[config.mk]
export PLATFORM = sky130hd
export DESIGN_NAME = adc_seq
export DESIGN_NICKNAME = d
export VERILOG_FILES = /design/src/rtl/adc_seq_pkg.sv /design/src/rtl/adc_seq_fifo.sv /design/src/rtl/adc_seq_conv_stub.sv /design/src/rtl/adc_seq_ctrl.sv /design/src/rtl/adc_seq.sv
export SDC_FILE = /design/constraint.sdc
export NUM_CORES = 1
export LEC_CHECK = 0
export CAP_MARGIN = 20
export CORE_UTILIZATION = 39
export CTS_CLUSTER_SIZE = 28
export DETAILED_ROUTE_END_ITERATION = 6
export MAX_ROUTING_LAYER = met4
export PLACE_DENSITY = 0.58
export SLEW_MARGIN = 25
export SYNTH_ARGS = -nofsm -noshare
export SYNTH_HDL_FRONTEND = slang
export SYNTH_SLANG_ARGS = --single-unit
export TNS_END_PERCENT = 100
[constraint.sdc]
create_clock -name clk_i -period 5 [get_ports clk_i]
set_input_delay 1 -clock clk_i [delete_from_list [all_inputs] [get_ports clk_i]]
set_output_delay 1 -clock clk_i [all_outputs]
set_load 0.02 [all_outputs]
[src/rtl/adc_seq_pkg.sv]
package adc_seq_pkg;
  localparam int MUX_W = 5;
  localparam int DLY_W = 11;
  localparam int SMP_W = 12;
  localparam int TAG_W = SMP_W - MUX_W;

  typedef struct packed {
    logic [DLY_W-1:0] dly;
    logic [MUX_W-1:0] mux;
  } entry_t;

  typedef enum logic [1:0] {S_IDLE, S_SAMPLE, S_CONV} seq_state_e;

  function automatic entry_t pick_entry(logic [31:0] word, logic odd);
    return odd ? entry_t'(word[31:16]) : entry_t'(word[15:0]);
  endfunction

  function automatic logic [3:0] res_bits(logic [1:0] code);
    return 4'd6 + {1'b0, code, 1'b0};
  endfunction
endpackage

[src/rtl/adc_seq_fifo.sv]
module adc_seq_fifo #(
  parameter int DEPTH = 16,
  parameter int W     = 12,
  localparam int AW   = $clog2(DEPTH),
  localparam int CW   = AW + 1
) (
  input  logic          clk_i,
  input  logic          rst_ni,
  input  logic          push_i,
  input  logic [W-1:0]  data_i,
  input  logic          pop_i,
  input  logic          flush_i,
  input  logic          clr_avail_i,
  input  logic [AW-1:0] thresh_i,
  output logic [W-1:0]  data_o,
  output logic [CW-1:0] count_o,
  output logic          avail_o,
  output logic          ovf_o
);
  logic [W-1:0]  mem_q [DEPTH];
  logic [AW-1:0] wr_q, rd_q;
  logic [CW-1:0] count_q, count_n;
  logic          full, empty, do_pop, do_push;
  logic          avail_q, ovf_q;

  assign full    = (count_q == CW'(DEPTH));
  assign empty   = (count_q == '0);
  assign do_pop  = pop_i && !empty;
  assign do_push = push_i && (!full || do_pop);
  assign count_n = count_q + CW'(do_push) - CW'(do_pop);

  function automatic logic [AW-1:0] nxt(logic [AW-1:0] p);
    return (p == AW'(DEPTH - 1)) ? '0 : p + 1'b1;
  endfunction

  always_ff @(posedge clk_i) begin
    if (do_push && !flush_i) mem_q[wr_q] <= data_i;
  end

  always_ff @(posedge clk_i or negedge rst_ni) begin
    if (!rst_ni) begin
      wr_q <= '0; rd_q <= '0; count_q <= '0;
      avail_q <= 1'b0; ovf_q <= 1'b0;
    end else begin
      if (flush_i) begin
        wr_q <= '0; rd_q <= '0; count_q <= '0; ovf_q <= 1'b0;
      end else begin
        if (do_push) wr_q <= nxt(wr_q);
        if (do_pop)  rd_q <= nxt(rd_q);
        count_q <= count_n;
        if (push_i && full && !do_pop) ovf_q <= 1'b1;
      end
      // a crossing push in the same cycle wins over the clear
      if (!flush_i && do_push && (count_n > CW'(thresh_i))) avail_q <= 1'b1;
      else if (clr_avail_i) avail_q <= 1'b0;
    end
  end

  assign data_o  = mem_q[rd_q];
  assign count_o = count_q;
  assign avail_o = avail_q;
  assign ovf_o   = ovf_q;

  p_cnt_bound_r7: assert property (@(posedge clk_i) disable iff (!rst_ni)
    count_q <= CW'(DEPTH));
  p_flush_r7: assert property (@(posedge clk_i) disable iff (!rst_ni)
    flush_i |=> (count_q == '0) && !ovf_q);
  p_empty_pop_r7: assert property (@(posedge clk_i) disable iff (!rst_ni)
    (pop_i && empty && !push_i && !flush_i) |=> (count_q == '0));
  p_no_overflow_r8: assert property (@(posedge clk_i) disable iff (!rst_ni)
    (push_i && full && !pop_i && !flush_i) |=> ((count_q == CW'(DEPTH)) && ovf_q));
  p_ovf_sticky_r8: assert property (@(posedge clk_i) disable iff (!rst_ni)
    (ovf_q && !flush_i) |=> ovf_q);
endmodule

[src/rtl/adc_seq_conv_stub.sv]
module adc_seq_conv_stub
  import adc_seq_pkg::*;
(
  input  logic             clk_i,
  input  logic             rst_ni,
  input  logic             start_i,
  input  logic [MUX_W-1:0] mux_i,
  input  logic [1:0]       res_i,
  output logic             done_o,
  output logic [SMP_W-1:0] sample_o
);
  logic             busy_q, done_q;
  logic [3:0]       cnt_q;
  logic [MUX_W-1:0] mux_q;
  logic [1:0]       res_q;
  logic [TAG_W-1:0] tag_q;
  logic [SMP_W-1:0] smp_q, keep;

  assign keep = {SMP_W{1'b1}} << (SMP_W - int'(res_bits(res_q)));

  always_ff @(posedge clk_i or negedge rst_ni) begin
    if (!rst_ni) begin
      busy_q <= 1'b0; done_q <= 1'b0; cnt_q <= '0;
      mux_q <= '0; res_q <= '0; tag_q <= '0; smp_q <= '0;
    end else begin
      done_q <= 1'b0;
      if (!busy_q) begin
        if (start_i) begin
          busy_q <= 1'b1;
          cnt_q  <= res_bits(res_i) - 4'd1;
          mux_q  <= mux_i;
          res_q  <= res_i;
        end
      end else if (cnt_q == '0) begin
        busy_q <= 1'b0;
        done_q <= 1'b1;
        smp_q  <= {mux_q, tag_q} & keep;
        tag_q  <= tag_q + 1'b1;
      end else begin
        cnt_q <= cnt_q - 1'b1;
      end
    end
  end

  assign done_o   = done_q;
  assign sample_o = smp_q;

  p_start_idle_r2: assert property (@(posedge clk_i) disable iff (!rst_ni)
    start_i |-> !busy_q);
endmodule

[src/rtl/adc_seq_ctrl.sv]
module adc_seq_ctrl
  import adc_seq_pkg::*;
#(
  parameter int TBL_WORDS = 8,
  localparam int ENT      = 2 * TBL_WORDS,
  localparam int EW       = $clog2(ENT),
  localparam int WW       = $clog2(TBL_WORDS)
) (
  input  logic             clk_i,
  input  logic             rst_ni,
  input  logic             enable_i,
  input  logic             start_i,
  input  logic             single_i,
  input  logic [1:0]       res_i,
  input  logic [EW-1:0]    last_idx_i,
  input  logic             tbl_wr_i,
  input  logic [31:0]      tbl_wdata_i,
  input  logic             tbl_rst_i,
  input  logic             ptr_rst_i,
  input  logic             clr_err_i,
  input  logic             conv_done_i,
  output logic [MUX_W-1:0] mux_o,
  output logic             conv_start_o,
  output logic             busy_o,
  output logic             err_o
);
  logic [31:0]      tbl_q [TBL_WORDS];
  logic [WW-1:0]    wr_q;
  logic [EW-1:0]    ptr_q;
  seq_state_e       state_q;
  logic [DLY_W-1:0] cnt_q;
  logic [MUX_W-1:0] mux_q;
  logic             start_q, err_q, hold_q;
  entry_t           cur;
  logic             ok_win, launch, advance, at_last;

  assign cur     = pick_entry(tbl_q[ptr_q[EW-1:1]], ptr_q[0]);
  assign ok_win  = cur.dly >= (DLY_W'(res_bits(res_i)) + DLY_W'(2));
  assign launch  = enable_i && start_i && !err_q && !hold_q && (state_q == S_IDLE);
  assign advance = enable_i && (state_q == S_CONV) && conv_done_i;
  assign at_last = ptr_q >= last_idx_i;

  always_ff @(posedge clk_i) begin
    if (tbl_wr_i && !tbl_rst_i) tbl_q[wr_q] <= tbl_wdata_i;
  end

  always_ff @(posedge clk_i or negedge rst_ni) begin
    if (!rst_ni) begin
      wr_q <= '0; ptr_q <= '0; state_q <= S_IDLE; cnt_q <= '0;
      mux_q <= '0; start_q <= 1'b0; err_q <= 1'b0; hold_q <= 1'b0;
    end else begin
      start_q <= 1'b0;
      if (tbl_rst_i)     wr_q <= '0;
      else if (tbl_wr_i) wr_q <= (wr_q == WW'(TBL_WORDS - 1)) ? '0 : wr_q + 1'b1;

      if (!enable_i) begin
        state_q <= S_IDLE;
      end else begin
        unique case (state_q)
          S_IDLE: if (launch && ok_win) begin
            state_q <= S_SAMPLE;
            cnt_q   <= cur.dly - 1'b1;
            mux_q   <= cur.mux;
          end
          S_SAMPLE: if (cnt_q == '0) begin
            state_q <= S_CONV;
            start_q <= 1'b1;
          end else begin
            cnt_q <= cnt_q - 1'b1;
          end
          S_CONV: if (conv_done_i) state_q <= S_IDLE;
          default: state_q <= S_IDLE;
        endcase
      end

      if (ptr_rst_i)    ptr_q <= '0;
      else if (advance) ptr_q <= at_last ? '0 : EW'(ptr_q + 1'b1);

      if (!start_i)                          hold_q <= 1'b0;
      else if (advance && at_last && single_i) hold_q <= 1'b1;

      if (launch && !ok_win) err_q <= 1'b1;
      else if (clr_err_i)    err_q <= 1'b0;
    end
  end

  assign mux_o        = mux_q;
  assign conv_start_o = start_q;
  assign busy_o       = (state_q != S_IDLE);
  assign err_o        = err_q;

  p_err_idle_r4: assert property (@(posedge clk_i) disable iff (!rst_ni)
    $rose(err_q) |-> (state_q == S_IDLE));
  p_mux_hold_r1: assert property (@(posedge clk_i) disable iff (!rst_ni)
    ((state_q != S_IDLE) && ($past(state_q) != S_IDLE)) |-> $stable(mux_q));
  p_single_stop_r3: assert property (@(posedge clk_i) disable iff (!rst_ni)
    (hold_q && start_i) |=> (state_q == S_IDLE));
  p_stop_idle_r5: assert property (@(posedge clk_i) disable iff (!rst_ni)
    (!start_i && (state_q == S_IDLE)) |=> (state_q == S_IDLE));
endmodule

[src/rtl/adc_seq.sv]
module adc_seq
  import adc_seq_pkg::*;
#(
  parameter int TBL_WORDS  = 8,
  parameter int FIFO_DEPTH = 16,
  localparam int EW        = $clog2(2 * TBL_WORDS),
  localparam int AW        = $clog2(FIFO_DEPTH)
) (
  input  logic             clk_i,
  input  logic             rst_ni,
  input  logic             enable_i,
  input  logic             start_i,
  input  logic             single_i,
  input  logic [1:0]       res_i,
  input  logic [EW-1:0]    last_idx_i,
  input  logic [AW-1:0]    thresh_i,
  input  logic             tbl_wr_i,
  input  logic [31:0]      tbl_wdata_i,
  input  logic             tbl_rst_i,
  input  logic             ptr_rst_i,
  input  logic             flush_i,
  input  logic             pop_i,
  input  logic             clr_data_i,
  input  logic             clr_err_i,
  input  logic             mask_all_i,
  output logic [MUX_W-1:0] mux_sel_o,
  output logic             conv_start_o,
  output logic [SMP_W-1:0] rd_data_o,
  output logic [AW:0]      fifo_count_o,
  output logic             busy_o,
  output logic             data_avail_o,
  output logic             seq_err_o,
  output logic             overflow_o,
  output logic             irq_data_o,
  output logic             irq_err_o
);
  logic             conv_done;
  logic [SMP_W-1:0] conv_smp;

  adc_seq_ctrl #(.TBL_WORDS(TBL_WORDS)) u_ctrl (
    .clk_i, .rst_ni, .enable_i, .start_i, .single_i, .res_i, .last_idx_i,
    .tbl_wr_i, .tbl_wdata_i, .tbl_rst_i, .ptr_rst_i, .clr_err_i,
    .conv_done_i (conv_done),
    .mux_o       (mux_sel_o),
    .conv_start_o(conv_start_o),
    .busy_o      (busy_o),
    .err_o       (seq_err_o)
  );

  adc_seq_conv_stub u_conv (
    .clk_i, .rst_ni,
    .start_i (conv_start_o),
    .mux_i   (mux_sel_o),
    .res_i   (res_i),
    .done_o  (conv_done),
    .sample_o(conv_smp)
  );

  adc_seq_fifo #(.DEPTH(FIFO_DEPTH), .W(SMP_W)) u_fifo (
    .clk_i, .rst_ni,
    .push_i     (conv_done && enable_i),
    .data_i     (conv_smp),
    .pop_i      (pop_i),
    .flush_i    (flush_i),
    .clr_avail_i(clr_data_i),
    .thresh_i   (thresh_i),
    .data_o     (rd_data_o),
    .count_o    (fifo_count_o),
    .avail_o    (data_avail_o),
    .ovf_o      (overflow_o)
  );

  assign irq_data_o = data_avail_o && !mask_all_i;
  assign irq_err_o  = seq_err_o && !mask_all_i;

  p_mask_r10: assert property (@(posedge clk_i) disable iff (!rst_ni)
    mask_all_i |-> !(irq_data_o || irq_err_o));
  p_irq_flag_r9: assert property (@(posedge clk_i) disable iff (!rst_ni)
    irq_data_o |-> data_avail_o);
endmodule

Yosys cells after proc, flatten, opt, wreduce, memory -nomap -nowiden
Memories as Yosys holds them, arrays and structs flattened.
Cells that the tools add are included.

word-level totals
  flip-flop bits (word level) = 75
  latch bits = 0
  bits in writable memories = 448
  ROM bits = 0
  input port bits = 55
  output and inout bits = 29
  logic and storage cells = 151
  memories = 2

cells by class
  $add $sub $neg = 15
  $mul = 0
  divide/modulo/power cells = 0
  $lt $le $gt $ge = 3
  eq/ne operators = 13
  shift-type cells = 1
  mux-type cells = 45
  bitwise logic cells = 2
  reduce and logical (&&, ||, !) cells = 50

memory list
  name          words  bits a word  rd ports  clocked after Yosys merged registers in  wr ports  RTL line            text
  u_ctrl.tbl_q  8      32           1         0                                        1         adc_seq_ctrl.sv:27  logic [31:0] tbl_q [TBL_WORDS];
  u_fifo.mem_q  16     12           1         0                                        1         adc_seq_fifo.sv:20  logic [W-1:0] mem_q [DEPTH];

operator list
  operator                count
  $mux 4                  12
  $shl 12x32->12 const A  1
  $mux 11                 2
  $pmux 11 s2             1
  $sub 11x1->11 const B   2
  $logic_and 1x1->1       20
  $mux 1                  20
  $reduce_bool 2->1       10
  $mux 16                 1
  $add 4x1->4 const B     3
  $and 12x12->12          1
  $ge 11x11->1            1
  $logic_not 11->1        1
  $logic_not 1->1         9
  $mux 3                  3
  $add 3x3->4 const A     2
  $eq 4x4->1 const B      2
  $mux 2                  4
  $sub 4x1->4 const B     2
  $add 7x1->7 const B     1
  $ne 2x2->1 const B      3
  $ne 3x2->1 const B      2
  $pmux 2 s3              1
  $reduce_and 2->1        3
  other kinds (21)        22

Longest topological paths before layout
  depth after elaboration = 10
  depth in mapped cells = 18
  depth with buffers taken out = 18

By module
A second synthesis with hierarchy kept.

second synthesis, totals
  cells, all modules = 1202
  area total of the unflattened synthesis = 21458.1 um^2

by module, submodules not included
  module             instances  cells an instance  area an instance (um^2)  sequential area each (um^2)
  adc_seq_ctrl       1          597                11536.1                  8388.0
  adc_seq_fifo       1          481                8546.9                   6140.9
  adc_seq_conv_stub  1          121                1356.3                   800.8
  adc_seq            1          3                  18.8                     0.0

Worst setup path after synthesis
No wires, ideal clock.

  path kind = in2reg
  start = input tbl_wr_i
  end = memory u_ctrl.tbl_q[2][0] (enable)
  library setup time = 0.501 ns
  arrival = 4.413 ns
  data required time = 4.499 ns
  path slack = 0.086 ns
  cell stages on the path = 3
  buffers on the path = 1
  path through = clkbuf_1 nand2_1 nor4_1

on the way
  word-level cells in the longest chain between the ends = 3

ends and longest elaborated chain
  element                       RTL line            text
  start: declaration            adc_seq.sv:17       input logic tbl_wr_i,
  $logic_and 1x1->1             adc_seq_ctrl.sv:44  if (tbl_wr_i && !tbl_rst_i) tbl_q[wr_q] <= tbl_wdata_i;
  $mux 1                        adc_seq_ctrl.sv:44
  $mux 1 (not written as such)  adc_seq_ctrl.sv:44
  end: declaration              adc_seq_ctrl.sv:27

No other way between the ends.

Worst setup path in the final report
  start = register u_fifo.rd_q[0]
  end = output rd_data_o[2]

on the way
  word-level cells in the longest chain between the ends = 1

ends and longest elaborated chain
  element                   RTL line            text
  start: declaration        adc_seq_fifo.sv:21  logic [AW-1:0] wr_q, rd_q;
  start signal: assignment  adc_seq_fifo.sv:49  if (do_pop) rd_q <= nxt(rd_q);
  $mem_v2 16x12             --
  end: declaration          adc_seq.sv:28       output logic [SMP_W-1:0] rd_data_o,

No other way between the ends.

==> out/qor.txt <==
Outcome -> finished clean
GRT overflow -> 0
Clock sink count -> 523
Main combinational cell family by area after synthesis -> multiplexers
#FFs+latches synth -> 523
Initial antenna violation count -> 2
Final Max Slew Viols -> 0
Post-synthesis mux area share -> 0.144
Kind of cell adding the most delay to the critical path -> buffers and inverters
Clock-pin slew on the worst setup and hold paths -> 60 ps
Netlist cell types -> 65
Crit-path max cell delay -> 800 ps
Core ar. -> 54100 um^2
Slowest cell on the critical path -> dfrtp_4
Synth Area in Adders -> 0.0196
Largest net degree at the start of global routing -> 44
Max-slew headroom -> 0.393
Die Span Y -> 237 um
FFs w/ async S/R, synth -> 0.143
CP bufs+invs -> 2
Worst vdd rail ir drop -> 0.000385 V
DRT Pass-1 Iters -> 6
Chip Width -> 237 um
Hold Buf Count CTS -> 0
Worst Path Required -> 4000 ps
Longest Clk Path Bufs -> 3
CTS Buf Count -> 53
Commonest non-fill, non-tap cell in the layout -> edfxtp_1
Post-synth EDFFs -> 448
Pwr dens -> 388 nW/um^2
Endpoints failing hold -> 0
Global-route wire length before repair -> 68900 um
Syn Nets -> 1331
Post-route clock skew -> 19.4 ps
Setup Viol. Count Final -> 0
CP endpoint kind -> output port
Root Buffer Master -> clkbuf_16
Synthesized area per cell -> 17.3 um^2
Layout cells sized above 1 -> 0.185
Final WL -> 44400 um
Vias in the first global route -> 11500
Vias per inst -> 5.30
Setup crit start kind -> flop
Tot GR Track Use -> 0.167
Fin crit share -> 0.834
Synth Area in XOR/XNOR -> 0.00856
DRC Markers -> 0
RSZ-0062 raised after global routing -> no
Initial Util -> 0.397
Post_cts resized -> 0
Max Cap Viol -> 0
Crit path kind -> reg -> out
Synth Warn # -> 0
Minimum clock period -> 4170 ps
Mapped cell area -> 21500 um^2
Leak Pwr -> 0.00878 uW
RePlAce Congestion -> 0.794
Fmax -> 240 MHz
Post-Synth Simple-Gate Area -> 0.0535
Post-CTS Setup Inserts -> 0
Ys flop type -> edfxtp_1
Rows -> 85
Post-Route Setup TNS -> 0 ps
Hpwl dp -> 28000 um
Worst-path cell chain -> buf_12 -> mux4_2 -> a22oi_1 -> nand2_1 -> clkdlybuf4s50_1
Setup WS pre-CTS -> 700 ps
Number of fill cells -> 4601
Final setup margin -> 831 ps
Most frequent cells in the layout -> edfxtp_1, nand2_1, clkdlybuf4s50_1, mux4_2, dfrtp_1
Wire length per cell -> 21.2 um
Via count -> 11100
Post-Syn Instances -> 1243
Full die area -> 56000 um^2
Antenna-violating nets left -> 0
Buffers on Ports -> 83
Critical path fanouts, max -> 33
Slew @ Worst Pin -> 910 ps
Hold Path Class -> in -> async
WP data arrival -> 3170 ps
Syn-to-layout area delta -> 16.6%
TritonCTS clock tree -> done
Skew-Pair Late Insertion Delay -> 590 ps
Area fraction in compound gates after synthesis -> 0.0429
I/O pins -> 84
First-iteration detailed-routing DRC count -> 655
Deepest level of the CTS H-tree -> 2
Nets -> 1444
Part of the Yosys area used for sequential elements -> 0.713
[layer usage]
metal  GRT usage  vias up  routed length (um)
met5           -        -                   0
met4      0.0488        0                 881
met3      0.0323       55                2100
met2       0.273      217               21900
met1       0.213     5722               19600
li1            -     5115                   -
[where the power goes]
group	switching [uW]	internal (uW)	leakage, uW	total (uW)
combinational	469	446	0.00254	915
clock	1600	2260	0.000837	3860
sequential	124	4820	0.00540	4940
total	2190	7530	0.00878	9720
[registers in the layout (all words and copies together), names as in the netlist, 2 cells and up]
signal and count:
u_conv.cnt_q 4, u_conv.mux_q 5, u_conv.res_q 2, u_conv.sample_o 12
u_conv.tag_q 7, u_ctrl.cnt_q 11, u_ctrl.mux_o 5, u_ctrl.ptr_q 4
u_ctrl.state_q 2, u_ctrl.tbl_q 256, u_ctrl.wr_q 3, u_fifo.count_o 5
u_fifo.mem_q 192, u_fifo.rd_q 4, u_fifo.wr_q 4
[worst reg2reg max path, stage by stage, from the launching register on]
cell and delay [ps]:
dfrtp_2 660, buf_4 400, mux4_2 360, o21ai_0 210
a21oi_1 130, a311oi_1 260, ha_1 160, inv_1 30
a21boi_0 140, o21ai_0 90, a311o_1 280, nand4_1 130
o31a_1 620, mux2_2 410
[stage by stage]
stage / total power [uW] / hold WS, ps / cell area (um^2) / utilization / cells
CTS: 9830 / 400 / 25000 / 0.463 / 2094
global route: 10100 / 436 / 25000 / 0.463 / 2096
detailed placement: 5960 / 453 / 23300 / 0.431 / 1997
floorplan: 5610 / 435 / 21500 / - / 1243
finish: 9720 / 403 / 25000 / 0.463 / 2096
global placement: 5950 / 448 / 23300 / 0.431 / 1997
[cell families (layout without fill, tap and decap cells)]
group | Yosys count | in the layout
AO/OA/AOI/OAI | 144 | 144
XOR/XNOR | 21 | 21
adder cells (fa/ha/maj) | 33 | 33
buffers and inverters | 97 | 252
flip-flops | 523 | 523
multiplexers | 190 | 190
other | 0 | 2
AND/OR/NAND/NOR | 235 | 235
[area by class of cell]
| type | count | area [um^2] | share of cell area |
|---|---|---|---|
| sequential | 523 | 15300 | 0.612 |
| multi-input combinational | 623 | 5850 | 0.234 |
| clock buffer | 73 | 1520 | 0.0605 |
| timing repair buffer | 119 | 1140 | 0.0454 |
| tap | 696 | 871 | 0.0348 |
| clock inverter | 24 | 193 | 0.00769 |
| inverter | 36 | 135 | 0.00539 |
| antenna | 2 | 5.00 | 0.000200 |
[synth_stat cells (2+ instances only)]
library cell | number | area share
buf_2 | 6 | 0.0014
and2_1 | 10 | 0.0029
clkbuf_1 | 40 | 0.0070
inv_1 | 35 | 0.0061
a31oi_1 | 4 | 0.0012
mux4_1 | 8 | 0.0098
xor2_1 | 4 | 0.0016
mux2_2 | 37 | 0.019
or3_1 | 3 | 0.00087
dfrtp_1 | 75 | 0.087
nor4_1 | 11 | 0.0032
a22oi_1 | 21 | 0.0073
nor2_1 | 47 | 0.0082
nor3b_1 | 4 | 0.0014
a311oi_1 | 2 | 0.00082
a221oi_1 | 15 | 0.0061
a211oi_1 | 2 | 0.00070
nand3b_1 | 2 | 0.00070
o21ai_1 | 3 | 0.00070
nand4_1 | 6 | 0.0017
a21oi_1 | 33 | 0.0077
buf_1 | 11 | 0.0019
buf_4 | 2 | 0.00070
o21ai_0 | 42 | 0.0098
edfxtp_1 | 448 | 0.63
nor2b_1 | 19 | 0.0055
nand2_1 | 82 | 0.014
xnor2_1 | 17 | 0.0069
nor3_1 | 11 | 0.0026
mux4_2 | 80 | 0.084
o21a_1 | 2 | 0.00070
a21o_1 | 3 | 0.0010
and3_1 | 4 | 0.0012
nand2b_1 | 9 | 0.0026
nand3_1 | 18 | 0.0042
a32oi_1 | 3 | 0.0012
ha_1 | 32 | 0.019
a222oi_1 | 2 | 0.00093
mux2i_1 | 63 | 0.029
nand4b_1 | 2 | 0.00082
[worst paths after layout]
path | startpoint | to | slack (ps) | depth (start not counted)
worst max-delay path | u_fifo.rd_q[0]$_DFFE_PN0P_ | rd_data_o[2] | 830 | 5
worst min-delay path | rst_ni | u_ctrl.wr_q[2]$_DFFE_PN0P_ | 400 | 1
worst max register to register | u_ctrl.ptr_q[2]$_DFFE_PN0P_ | u_ctrl.cnt_q[5]$_DFFE_PN0P_ | 1000 | 13
worst min register to register | u_conv.mux_q[1]$_DFFE_PN0P_ | u_conv.sample_o[8]$_DFFE_PN0P_ | 470 | 2
max in group asynchronous | rst_ni | u_fifo.rd_q[0]$_DFFE_PN0P_ | 3590 | 2
min in group clk_i | u_conv.mux_q[1]$_DFFE_PN0P_ | u_conv.sample_o[8]$_DFFE_PN0P_ | 470 | 2
Note: power is estimated with default switching activity, not from simulation.
